## src/rtl/seq_jk_pkg.sv

```systemverilog
package seq_jk_pkg;
  localparam int STAGES = 3;
  localparam int BIT_A = 0;
  localparam int BIT_B = 1;
  localparam int BIT_C = STAGES - 1;

  typedef logic [STAGES-1:0] state_t;

  // Per-stage J and K drive produced by the control logic
  typedef struct packed {
    logic [STAGES-1:0] jDrv;
    logic [STAGES-1:0] kDrv;
  } jkStrobes_t;
endpackage

```

## src/rtl/jk_stage.sv

```systemverilog
module jk_stage #(
  parameter bit RST_VAL = 1'b0
) (
  input  logic clk,
  input  logic rst,
  input  logic jIn,
  input  logic kIn,
  output logic q
);
  // Falling-edge JK cell: hold, clear, set, toggle
  always_ff @(negedge clk) begin
    if (rst) begin
      q <= RST_VAL;
    end else begin
      unique case ({jIn, kIn})
        2'b00: q <= q;
        2'b01: q <= 1'b0;
        2'b10: q <= 1'b1;
        2'b11: q <= ~q;
      endcase
    end
  end
endmodule

```

## src/rtl/seq_ctrl.sv

```systemverilog
module seq_ctrl
  import seq_jk_pkg::*;
(
  input  logic       countEn,
  input  state_t     curState,
  output jkStrobes_t strobes
);
  logic qa, qb, qc;

  assign qa = curState[BIT_A];
  assign qb = curState[BIT_B];
  assign qc = curState[BIT_C];

  // Minimised excitation terms; codes 1, 5 and 6 were free during minimisation
  always_comb begin
    strobes = '0;
    if (countEn) begin
      strobes.jDrv[BIT_A] = qc;
      strobes.kDrv[BIT_A] = ~qc;
      strobes.jDrv[BIT_B] = 1'b1;
      strobes.kDrv[BIT_B] = ~qc;
      strobes.jDrv[BIT_C] = qb & ~qa;
      strobes.kDrv[BIT_C] = qa;
    end
  end
endmodule

```

## src/rtl/seq_datapath.sv

```systemverilog
module seq_datapath
  import seq_jk_pkg::*;
#(
  parameter state_t RESET_STATE = 3'd4
) (
  input  logic       clk,
  input  logic       rst,
  input  jkStrobes_t strobes,
  output state_t     curState
);
  for (genvar i = 0; i < STAGES; i++) begin : gStage
    jk_stage #(
      .RST_VAL(RESET_STATE[i])
    ) stage (
      .clk (clk),
      .rst (rst),
      .jIn (strobes.jDrv[i]),
      .kIn (strobes.kDrv[i]),
      .q   (curState[i])
    );
  end
endmodule

```

## src/rtl/seq_jk_counter.sv

```systemverilog
module seq_jk_counter #(
  parameter logic [2:0] RESET_STATE = 3'd4
) (
  input  logic       clk,
  input  logic       rst,
  input  logic       countEn,
  output logic [2:0] state
);
  import seq_jk_pkg::*;

  jkStrobes_t strobes;
  state_t     curState;

  seq_ctrl ctrl (
    .countEn  (countEn),
    .curState (curState),
    .strobes  (strobes)
  );

  seq_datapath #(
    .RESET_STATE(RESET_STATE)
  ) dp (
    .clk      (clk),
    .rst      (rst),
    .strobes  (strobes),
    .curState (curState)
  );

  assign state = curState;
endmodule

```

## config.mk

```make
export PLATFORM = sky130hd
export DESIGN_NAME = seq_jk_counter
export DESIGN_NICKNAME = d
export VERILOG_FILES = /design/src/rtl/seq_jk_pkg.sv /design/src/rtl/jk_stage.sv /design/src/rtl/seq_ctrl.sv /design/src/rtl/seq_datapath.sv /design/src/rtl/seq_jk_counter.sv
export SDC_FILE = /design/constraint.sdc
export NUM_CORES = 1
export LEC_CHECK = 0
export BUFFER_PORTS_ARGS = -buffer_cell sky130_fd_sc_hd__buf_2
export CAP_MARGIN = 20
export CORE_AREA = 2 2 39 41
export CTS_BUF_LIST = sky130_fd_sc_hd__clkbuf_8
export CTS_CLUSTER_DIAMETER = 120
export DETAILED_ROUTE_END_ITERATION = 10
export DIE_AREA = 0 0 41 43
export PLACE_DENSITY = 0.35
export RECOVER_POWER = 25
export SLEW_MARGIN = 25
export SYNTH_ARGS = -nofsm -noshare
export SYNTH_HDL_FRONTEND = slang
export SYNTH_SLANG_ARGS = --single-unit
```

## constraint.sdc

```tcl
create_clock -name clk -period 1 [get_ports clk]
set_clock_uncertainty 0.1 [all_clocks]
set_input_delay 0.1 -clock clk [delete_from_list [all_inputs] [get_ports clk]]
set_output_delay 0.1 -clock clk [all_outputs]
set_load 0.05 [all_outputs]
```

==> impl_metrics.env, run 1 <==
export IMPL_outcome="complete, but fails checks"
export IMPL_violations="negative setup slack"
export IMPL_std_cell_rows=14
export IMPL_cts_tree="built"
export IMPL_grt_pass1_vias=162
export IMPL_ys_seq_elements=3
export IMPL_vias=133
export IMPL_crit_chain="buf_6"
export IMPL_clkLatencyLatePin_ns=0.28
export IMPL_synth_edf_count=0
export IMPL_hold_buffers=0
export IMPL_path_buf_inv=1
export IMPL_grt_max_degree=6
export IMPL_start_kind="register"
export IMPL_grt_ovfl_total=0
export IMPL_clockPowerShare=0.620
export IMPL_tightestPinTransition_ns=0.187
export IMPL_rrSetupSlack_ns=0.06
export IMPL_clk_pin_slew_ns=0.03
export IMPL_area_delta_synth_final_pct=91.1
export IMPL_clock_path_buffers=2
export IMPL_wirelength_um=317
export IMPL_p_leak_nw=0.139
export IMPL_yosysUniqueCellTypes=9
export IMPL_diodes=0
export IMPL_synth_common_cells="buf_4 (3), dfxtp_1 (3), inv_1 (2), nor2_1 (2)"
export IMPL_endpoint_kind="primary output"
export IMPL_path_depth=1
export IMPL_post_cts_buffers=0
export IMPL_seq_area_frac_synth=0.429
export IMPL_synthFlopType="dfxtp_1"
export IMPL_worst_hold_slack_ns=0.429
export IMPL_syn_cell_area_um2=140
export IMPL_multiInputGateArea_um2=50.0
export IMPL_hp_start="rst"
export IMPL_synth_area_per_cell_um2=9.34
export IMPL_maxSlewViolCount=0
export IMPL_place_area_um2=189
export IMPL_min_path_type="primary input to register"
export IMPL_place_ws_ns=-0.262
export IMPL_fillCellCount=157
export IMPL_cp_max_fo=2
export IMPL_top_register="dp.gStage.stage.q"
export IMPL_power_frac_comb=0.155
export IMPL_gp_congestion=0.580
export IMPL_drt_pass1_iter_count=1
export IMPL_hold_viol_final=0
export IMPL_ir_worst_vdd_v=0.000618
export IMPL_crit_slowest_cell="dfxtp_2"
export IMPL_core_area_um2=1380
export IMPL_synthTopCellsByArea="dfxtp_1 (43%), buf_4 (16%), mux2i_1 (7.1%)"
export IMPL_timing_rr_start="dp.gStage[1].stage.q"
export IMPL_setup_viol=3
export IMPL_cap_violations=0
export IMPL_clkSinkCount=3
export IMPL_path_delay_family="flip-flops"
export IMPL_crit_path_end="state[0]"
export IMPL_largest_reg_flops=3
export IMPL_switching_power_mw=0.169
export IMPL_antenna_found_initial=0
export IMPL_yosys_warnings=0
export IMPL_seqCellArea_um2=63.8
export IMPL_io_pins=6
export IMPL_track_usage=0.0572
export IMPL_ant_nets=0
export IMPL_syn_nets=18
export IMPL_r2r_end="dp.gStage[1].stage.q"
export IMPL_seq_power_share=0.225
export IMPL_die_area_um2=1760
export IMPL_r2r_cells=3
export IMPL_dieWidth_um=41
export IMPL_crit_required_ns=0.80
export IMPL_fin_nets=30
export IMPL_portBuffers=5
export IMPL_drc=0
export IMPL_grt_pass1_wl_um=552
export IMPL_p_sw_frac=0.271
export IMPL_wl_per_cell_um=7.55
export IMPL_fin_area_um2=268
export IMPL_rsz0062_at_grt="yes"
export IMPL_slew_headroom=0.875
export IMPL_cp_arrival_ns=1.26
export IMPL_cts_root_buffer="clkbuf_8"
export IMPL_start_util=0.101
export IMPL_async_reset_ff_frac=0
export IMPL_path_class="register to primary output"
export IMPL_die_y_um=43
export IMPL_cts_max_level=1
export IMPL_synth_cells=15
export IMPL_routed_via_density=3.17
export IMPL_drtIter0Drc=0
export IMPL_p_int_mw=0.455
export IMPL_layout_setup_ws_ns=-0.460
export IMPL_cellPowerDensity_nw_per_um2=2330
export IMPL_yosysTopAreaCell="dfxtp_1"
export IMPL_drive_above_1_share=0.577
export IMPL_cpPeakStageDelay_ns=0.33
export IMPL_cts_made_buffers=3
export IMPL_synth_top_area_share=0.429
export IMPL_top_regs="dp.gStage.stage.q (3)"
export IMPL_startpoint="dp.gStage[0].stage.q"
## power groups by stage
| stage | clock network [mW] | registers (mW) | logic [mW] |
|---|---|---|---|
| 3_3_place_gp | 0.0250 | 0.138 | 0.0793 |
| 3_5_place_dp | 0.0250 | 0.138 | 0.0819 |
| 5_1_grt | 0.420 | 0.141 | 0.104 |
| 4_1_cts | 0.408 | 0.140 | 0.0974 |
| 6_report | 0.387 | 0.140 | 0.0970 |
| 2_1_floorplan | 0.0250 | 0.142 | 0.0656 |
## routing by layer
layer	global-route usage	share of wire	vias to the layer above	wire (um)
li1	-	-	68	-
met4	0.100	0.028	0	9
met5	0	0	-	0
met1	0.0547	0.47	57	148
met3	0.0524	0.12	2	38
met2	0.0469	0.38	6	120
## per-stage QoR
stage	utilization	power (mW)	cells	setup TNS (ns)
detailed placement	0.137	0.245	36	-1.42
global route	0.193	0.665	42	-1.46
CTS	0.193	0.646	42	-1.40
floorplan	-	0.232	15	-0.651
global placement	0.137	0.242	36	-1.35
finish	0.193	0.624	42	-1.37
## final cells by class
type,instances,share of cell area
Timing Repair Buffer,8,0.276
Sequential cell,3,0.238
Multi-Input combinational cell,7,0.187
Clock buffer,3,0.154
Tap cell,16,0.0748
Clock inverter,4,0.0561
Inverter,1,0.0140
## cell usage in the layout (no fill, tap or decap)
master | synthesis | routed
nor2_1 | 2 | 2
a211oi_1 | 1 | 1
clkbuf_8 | 0 | 3
buf_4 | 3 | 3
mux2i_1 | 1 | 1
nor3_2 | 1 | 1
a31oi_1 | 1 | 1
buf_6 | 0 | 1
and3b_1 | 1 | 1
buf_2 | 0 | 1
inv_1 | 2 | 5
buf_8 | 0 | 2
dfxtp_2 | 0 | 3
clkbuf_2 | 0 | 1
## worst min-delay path by stage
stage / depth (start not counted) / slack (ns) / end
2_1_floorplan: 1 / 0.34 / dp.gStage[2].stage.q
3_3_place_gp: 2 / 0.42 / dp.gStage[2].stage.q
3_5_place_dp: 2 / 0.43 / dp.gStage[2].stage.q
4_1_cts: 2 / 0.42 / dp.gStage[0].stage.q
5_1_grt: 2 / 0.42 / dp.gStage[0].stage.q
6_report: 2 / 0.43 / dp.gStage[0].stage.q
## timing repair
item	4_1_cts	5_1_grt
cloned	0	0
gates resized for setup	8	0
setup endpoints to repair	3	4
pin swaps	0	0
## logic make-up after synthesis
logic type	synth area share
DFF	0.429
AOI/OAI and AO/OA	0.0983
and+or+nand+nor	0.188
muxes	0.0714
buffers and inverters	0.214
Power figures use the tool's default switching activity.
==> run 2: changes to the inputs <==
--- a/config.mk
+++ b/config.mk
@@ -12,7 +12,7 @@
 export CTS_CLUSTER_DIAMETER = 120
 export DETAILED_ROUTE_END_ITERATION = 10
 export DIE_AREA = 0 0 41 43
-export PLACE_DENSITY = 0.35
+export PLACE_DENSITY = 0.3
 export RECOVER_POWER = 25
 export SLEW_MARGIN = 25
 export SYNTH_ARGS = -nofsm -noshare
==> run 2 against run 1 <==
Compared with the run above: largest cell class unchanged; the run still ends with negative setup slack left; non-clock buffer count stayed put; via count is 9.0% lower; worst hold slack better by 0.00050 ns; clock-buffer cell count stayed put; highest routed layer is now met3; global-route usage is 0.81 points lower.
==> impl_metrics.env, run 2 (same netlist as run 1, synthesis figures left out) <==
export IMPL_outcome="complete, but fails checks"
export IMPL_violations="negative setup slack"
export IMPL_wirelength_um=295
export IMPL_cts_root_buffer="clkbuf_8"
export IMPL_p_sw_frac=0.269
export IMPL_switching_power_mw=0.167
export IMPL_tightestPinTransition_ns=0.186
export IMPL_clock_path_buffers=2
export IMPL_ir_worst_vdd_v=0.000444
export IMPL_track_usage=0.0491
export IMPL_vias=121
export IMPL_timing_rr_start="dp.gStage[1].stage.q"
export IMPL_clkLatencyLatePin_ns=0.28
export IMPL_std_cell_rows=14
export IMPL_cp_max_fo=2
export IMPL_path_depth=1
export IMPL_io_pins=6
export IMPL_cts_made_buffers=3
export IMPL_dieWidth_um=41
export IMPL_maxSlewViolCount=0
export IMPL_post_cts_buffers=0
export IMPL_hold_viol_final=0
export IMPL_start_kind="register"
export IMPL_layout_common_cells="inv_1 (5), clkbuf_8 (3), dfxtp_2 (3), buf_4 (3)"
export IMPL_min_path_type="primary input to register"
export IMPL_antenna_found_initial=0
export IMPL_crit_chain="buf_6"
export IMPL_p_leak_nw=0.139
export IMPL_place_area_um2=189
export IMPL_path_class="register to primary output"
export IMPL_r2r_end="dp.gStage[1].stage.q"
export IMPL_setup_viol=3
export IMPL_clk_pin_slew_ns=0.04
export IMPL_seq_power_share=0.225
export IMPL_finish_utilization=0.193
export IMPL_path_delay_family="flip-flops"
export IMPL_layout_setup_ws_ns=-0.470
export IMPL_grt_max_degree=6
export IMPL_cp_arrival_ns=1.27
export IMPL_path_buf_inv=1
export IMPL_drt_pass1_iter_count=4
export IMPL_clockPowerShare=0.621
export IMPL_place_ws_ns=-0.259
export IMPL_cap_violations=0
export IMPL_fin_area_um2=268
export IMPL_grt_ovfl_total=0
export IMPL_diodes=0
export IMPL_start_util=0.101
export IMPL_drive_above_1_share=0.577
export IMPL_grt_pass1_vias=131
export IMPL_routed_via_density=2.88
export IMPL_r2r_cells=3
export IMPL_die_area_um2=1760
export IMPL_drc=0
export IMPL_wl_per_cell_um=7.02
export IMPL_die_y_um=43
export IMPL_startpoint="dp.gStage[0].stage.q"
export IMPL_endpoint_kind="primary output"
export IMPL_top_register="dp.gStage.stage.q"
export IMPL_gp_congestion=0.564
export IMPL_cellPowerDensity_nw_per_um2=2320
export IMPL_cts_max_level=1
export IMPL_setup_tns_ns=-1.36
export IMPL_fin_nets=30
export IMPL_grt_pass1_wl_um=462
export IMPL_cts_tree="built"
export IMPL_power_total_mw=0.621
export IMPL_crit_path_end="state[0]"
export IMPL_portBuffers=5
export IMPL_area_delta_synth_final_pct=91.1
export IMPL_rrSetupSlack_ns=0.07
export IMPL_power_frac_comb=0.154
export IMPL_crit_slowest_cell="dfxtp_2"
export IMPL_cpPeakStageDelay_ns=0.33
export IMPL_crit_required_ns=0.80
export IMPL_rsz0062_at_grt="yes"
export IMPL_ant_nets=0
export IMPL_mostFrequentLayoutCell="inv_1"
export IMPL_core_area_um2=1380
export IMPL_top_regs="dp.gStage.stage.q (3)"
export IMPL_largest_reg_flops=3
export IMPL_drtIter0Drc=3
export IMPL_clkSinkCount=3
export IMPL_slew_headroom=0.875
export IMPL_p_int_mw=0.455
## run 2: cell counts in the layout (fill, tap and decap cells not counted)
No cell type changed its count.
## run 2: how the worst min path moves through the flow
stage                     slack, ns  cells after the start            startpoint              endpoint
after floorplan                0.34                      1  dp.gStage[0].stage.q  dp.gStage[2].stage.q
after global placement         0.43                      2  dp.gStage[0].stage.q  dp.gStage[2].stage.q
after detailed placement       0.43                      2  dp.gStage[0].stage.q  dp.gStage[2].stage.q
after CTS                      0.42                      2                   rst  dp.gStage[0].stage.q
after global routing           0.42                      2                   rst  dp.gStage[1].stage.q
final                          0.43                      2                   rst  dp.gStage[0].stage.q
## run 2: per-stage QoR
stage               cells  hold slack, ns
CTS                    42           0.420
finish                 42           0.430
global route           42           0.423
detailed placement     36           0.429
global placement       36           0.426
floorplan              15           0.340
## run 2: per-layer routing
| metal | vias to the layer above | track usage | wire length, um |
|---|---|---|---|
| met1 | 48 | 0.0417 | 142 |
| met2 | 5 | 0.0344 | 119 |
| met4 | 0 | 0.0933 | 0 |
| met5 | - | 0 | 0 |
| li1 | 68 | - | - |
| met3 | 0 | 0.0576 | 34 |
## run 2: power by group through the flow
stage / Combinational [mW] / Sequential (mW) / Clock, mW
2_1_floorplan: 0.0656 / 0.142 / 0.0250
3_3_place_gp: 0.0809 / 0.137 / 0.0250
3_5_place_dp: 0.0804 / 0.138 / 0.0250
4_1_cts: 0.0942 / 0.139 / 0.409
5_1_grt: 0.102 / 0.141 / 0.428
6_report: 0.0958 / 0.140 / 0.386
## run 2: cell type report
cell class / count / area (um^2)
multi-input cells: 7 / 50.0
flip-flops and latches: 3 / 63.8
inverters: 1 / 3.75
clock buffers: 3 / 41.3
repair buffers: 8 / 73.8
well taps: 16 / 20.0
fillers: 148 / 1120
clock inverters: 4 / 15.0
## run 2: repair_timing
item / 4_1_cts / 5_1_grt
resized for setup: 7 / 1
endpoints found under the hold margin: 0 / 0
hold buffers: 0 / 0
endpoints found under the setup margin: 3 / 3
==> run 3: changes to the inputs <==
--- a/config.mk
+++ b/config.mk
@@ -12,6 +12,7 @@
 export CTS_CLUSTER_DIAMETER = 120
 export DETAILED_ROUTE_END_ITERATION = 10
 export DIE_AREA = 0 0 41 43
+export GPL_TIMING_DRIVEN = 0
 export PLACE_DENSITY = 0.3
 export RECOVER_POWER = 25
 export SLEW_MARGIN = 25
==> run 3 against run 2 <==
Compared with the run above: power up 0.14%; final area grew 1.4%; via count rose by 8.3%; the run still ends with negative setup slack left; global-route usage up 0.30 points; largest power group unchanged; worst setup slack better by 0.018 ns; register-to-register slack is essentially flat; critical endpoint unchanged; core utilization is 0.27 points higher; routed wire length down 2.4%; clock power is essentially flat; clock-buffer cell count unchanged.
==> impl_metrics.env, run 3 (same netlist as run 1, synthesis figures left out) <==
export IMPL_outcome="complete, but fails checks"
export IMPL_violations="negative setup slack"
export IMPL_gp_congestion=0.602
export IMPL_cp_arrival_ns=1.25
export IMPL_grt_pass1_vias=146
export IMPL_cts_tree="built"
export IMPL_cellPowerDensity_nw_per_um2=2290
export IMPL_wirelength_um=288
export IMPL_path_delay_family="flip-flops"
export IMPL_area_delta_synth_final_pct=93.8
export IMPL_die_y_um=43
export IMPL_vias=131
export IMPL_track_usage=0.0522
export IMPL_r2r_cells=3
export IMPL_cts_root_buffer="clkbuf_8"
export IMPL_crit_required_ns=0.80
export IMPL_whs_path_depth=2
export IMPL_met1_usage=0.0385
export IMPL_fin_area_um2=272
export IMPL_ant_nets=0
export IMPL_clkLatencyLatePin_ns=0.28
export IMPL_drive_above_1_share=0.577
export IMPL_drtIter0Drc=1
export IMPL_cts_max_level=1
export IMPL_drt_pass1_iter_count=2
export IMPL_p_leak_nw=0.140
export IMPL_grt_busiest_layer="met3"
export IMPL_start_util=0.101
export IMPL_drc=0
export IMPL_crit_chain="buf_8"
export IMPL_antenna_found_initial=0
export IMPL_mostFrequentLayoutCell="inv_1"
export IMPL_hold_viol_final=0
export IMPL_hold_buffers=0
export IMPL_place_area_um2=200
export IMPL_dieWidth_um=41
export IMPL_clock_path_buffers=2
export IMPL_std_cell_rows=14
export IMPL_grt_pass1_wl_um=510
export IMPL_maxSlewViolCount=0
export IMPL_endpoint_kind="primary output"
export IMPL_io_pins=6
export IMPL_top_register="dp.gStage.stage.q"
export IMPL_routed_via_density=3.12
export IMPL_fillCellCount=163
export IMPL_grtUsageMet3=0.115
export IMPL_seqCellArea_um2=63.8
export IMPL_fin_nets=30
export IMPL_start_kind="register"
export IMPL_diodes=0
export IMPL_globalRouteMet2Util=0.0438
export IMPL_layout_setup_ws_ns=-0.452
export IMPL_wl_per_cell_um=6.86
export IMPL_cp_max_fo=2
export IMPL_cts_made_buffers=3
export IMPL_ir_worst_vdd_v=0.000887
export IMPL_cpPeakStageDelay_ns=0.33
export IMPL_crit_slowest_cell="dfxtp_2"
export IMPL_tightestPinTransition_ns=0.186
export IMPL_multiInputGateArea_um2=50.0
export IMPL_portBuffers=5
export IMPL_path_class="register to primary output"
export IMPL_die_area_um2=1760
export IMPL_slew_headroom=0.875
export IMPL_rsz0062_at_grt="yes"
export IMPL_clk_pin_slew_ns=0.03
export IMPL_layout_common_cells="inv_1 (5), clkbuf_8 (3), dfxtp_2 (3), buf_8 (3), buf_4 (3)"
export IMPL_cap_violations=0
export IMPL_setup_tns_ns=-1.35
export IMPL_grt_ovfl_total=0
export IMPL_top_regs="dp.gStage.stage.q (3)"
export IMPL_min_path_type="primary input to register"
export IMPL_path_buf_inv=1
export IMPL_clkSinkCount=3
export IMPL_grt_max_degree=6
export IMPL_largest_reg_flops=3
export IMPL_setup_viol=3
export IMPL_path_depth=1
export IMPL_core_area_um2=1380
==> run 3: cell counts in the layout (fill, tap and decap cells not counted) <==
No cell type changed its count.
==> run 3: per-layer routing <==
metal	wire length [um]	vias to the layer above
met3	73	0
li1	-	68
met5	0	-
met2	101	10
met4	0	0
met1	113	53
==> run 3: stage by stage <==
stage | hold WS [ns] | power (mW) | cells | util | setup WS [ns]
floorplan | 0.340 | 0.232 | 15 | - | -0.177
global placement | 0.361 | 0.250 | 36 | 0.145 | -0.370
detailed placement | 0.365 | 0.251 | 36 | 0.145 | -0.367
CTS | 0.423 | 0.645 | 42 | 0.196 | -0.465
global route | 0.419 | 0.677 | 42 | 0.196 | -0.504
finish | 0.425 | 0.622 | 42 | 0.196 | -0.452
==> run 3: what timing repair did <==
action                                  4_1_cts  5_1_grt
setup buffers                                 3        0
gates resized for setup                       9        0
endpoints found under the setup margin        3        3
==> run 3: path summary, 6_finish.rpt <==
kind,slack [ns],endpoint,from
worst max register to register,0.07,dp.gStage[2].stage.q,dp.gStage[2].stage.q
worst min register to register,0.46,dp.gStage[2].stage.q,dp.gStage[0].stage.q
worst min-delay path,0.43,dp.gStage[1].stage.q,rst
worst max-delay path,-0.45,state[0],dp.gStage[0].stage.q
==> run 3: cell type report <==
class | count | share of cell area
clock buffers | 3 | 0.152
clock inverters | 4 | 0.0553
inverters | 1 | 0.0138
multi-input cells | 7 | 0.184
flip-flops and latches | 3 | 0.235
well taps | 16 | 0.0737
repair buffers | 8 | 0.286
==> run 3: where the power goes <==
group	switching [mW]	leakage, nW	internal [mW]
Combinational	0.0517	0.0724	0.0463
Sequential	0.00790	0.0250	0.133
Clock	0.105	0.0429	0.278
Total	0.165	0.140	0.457
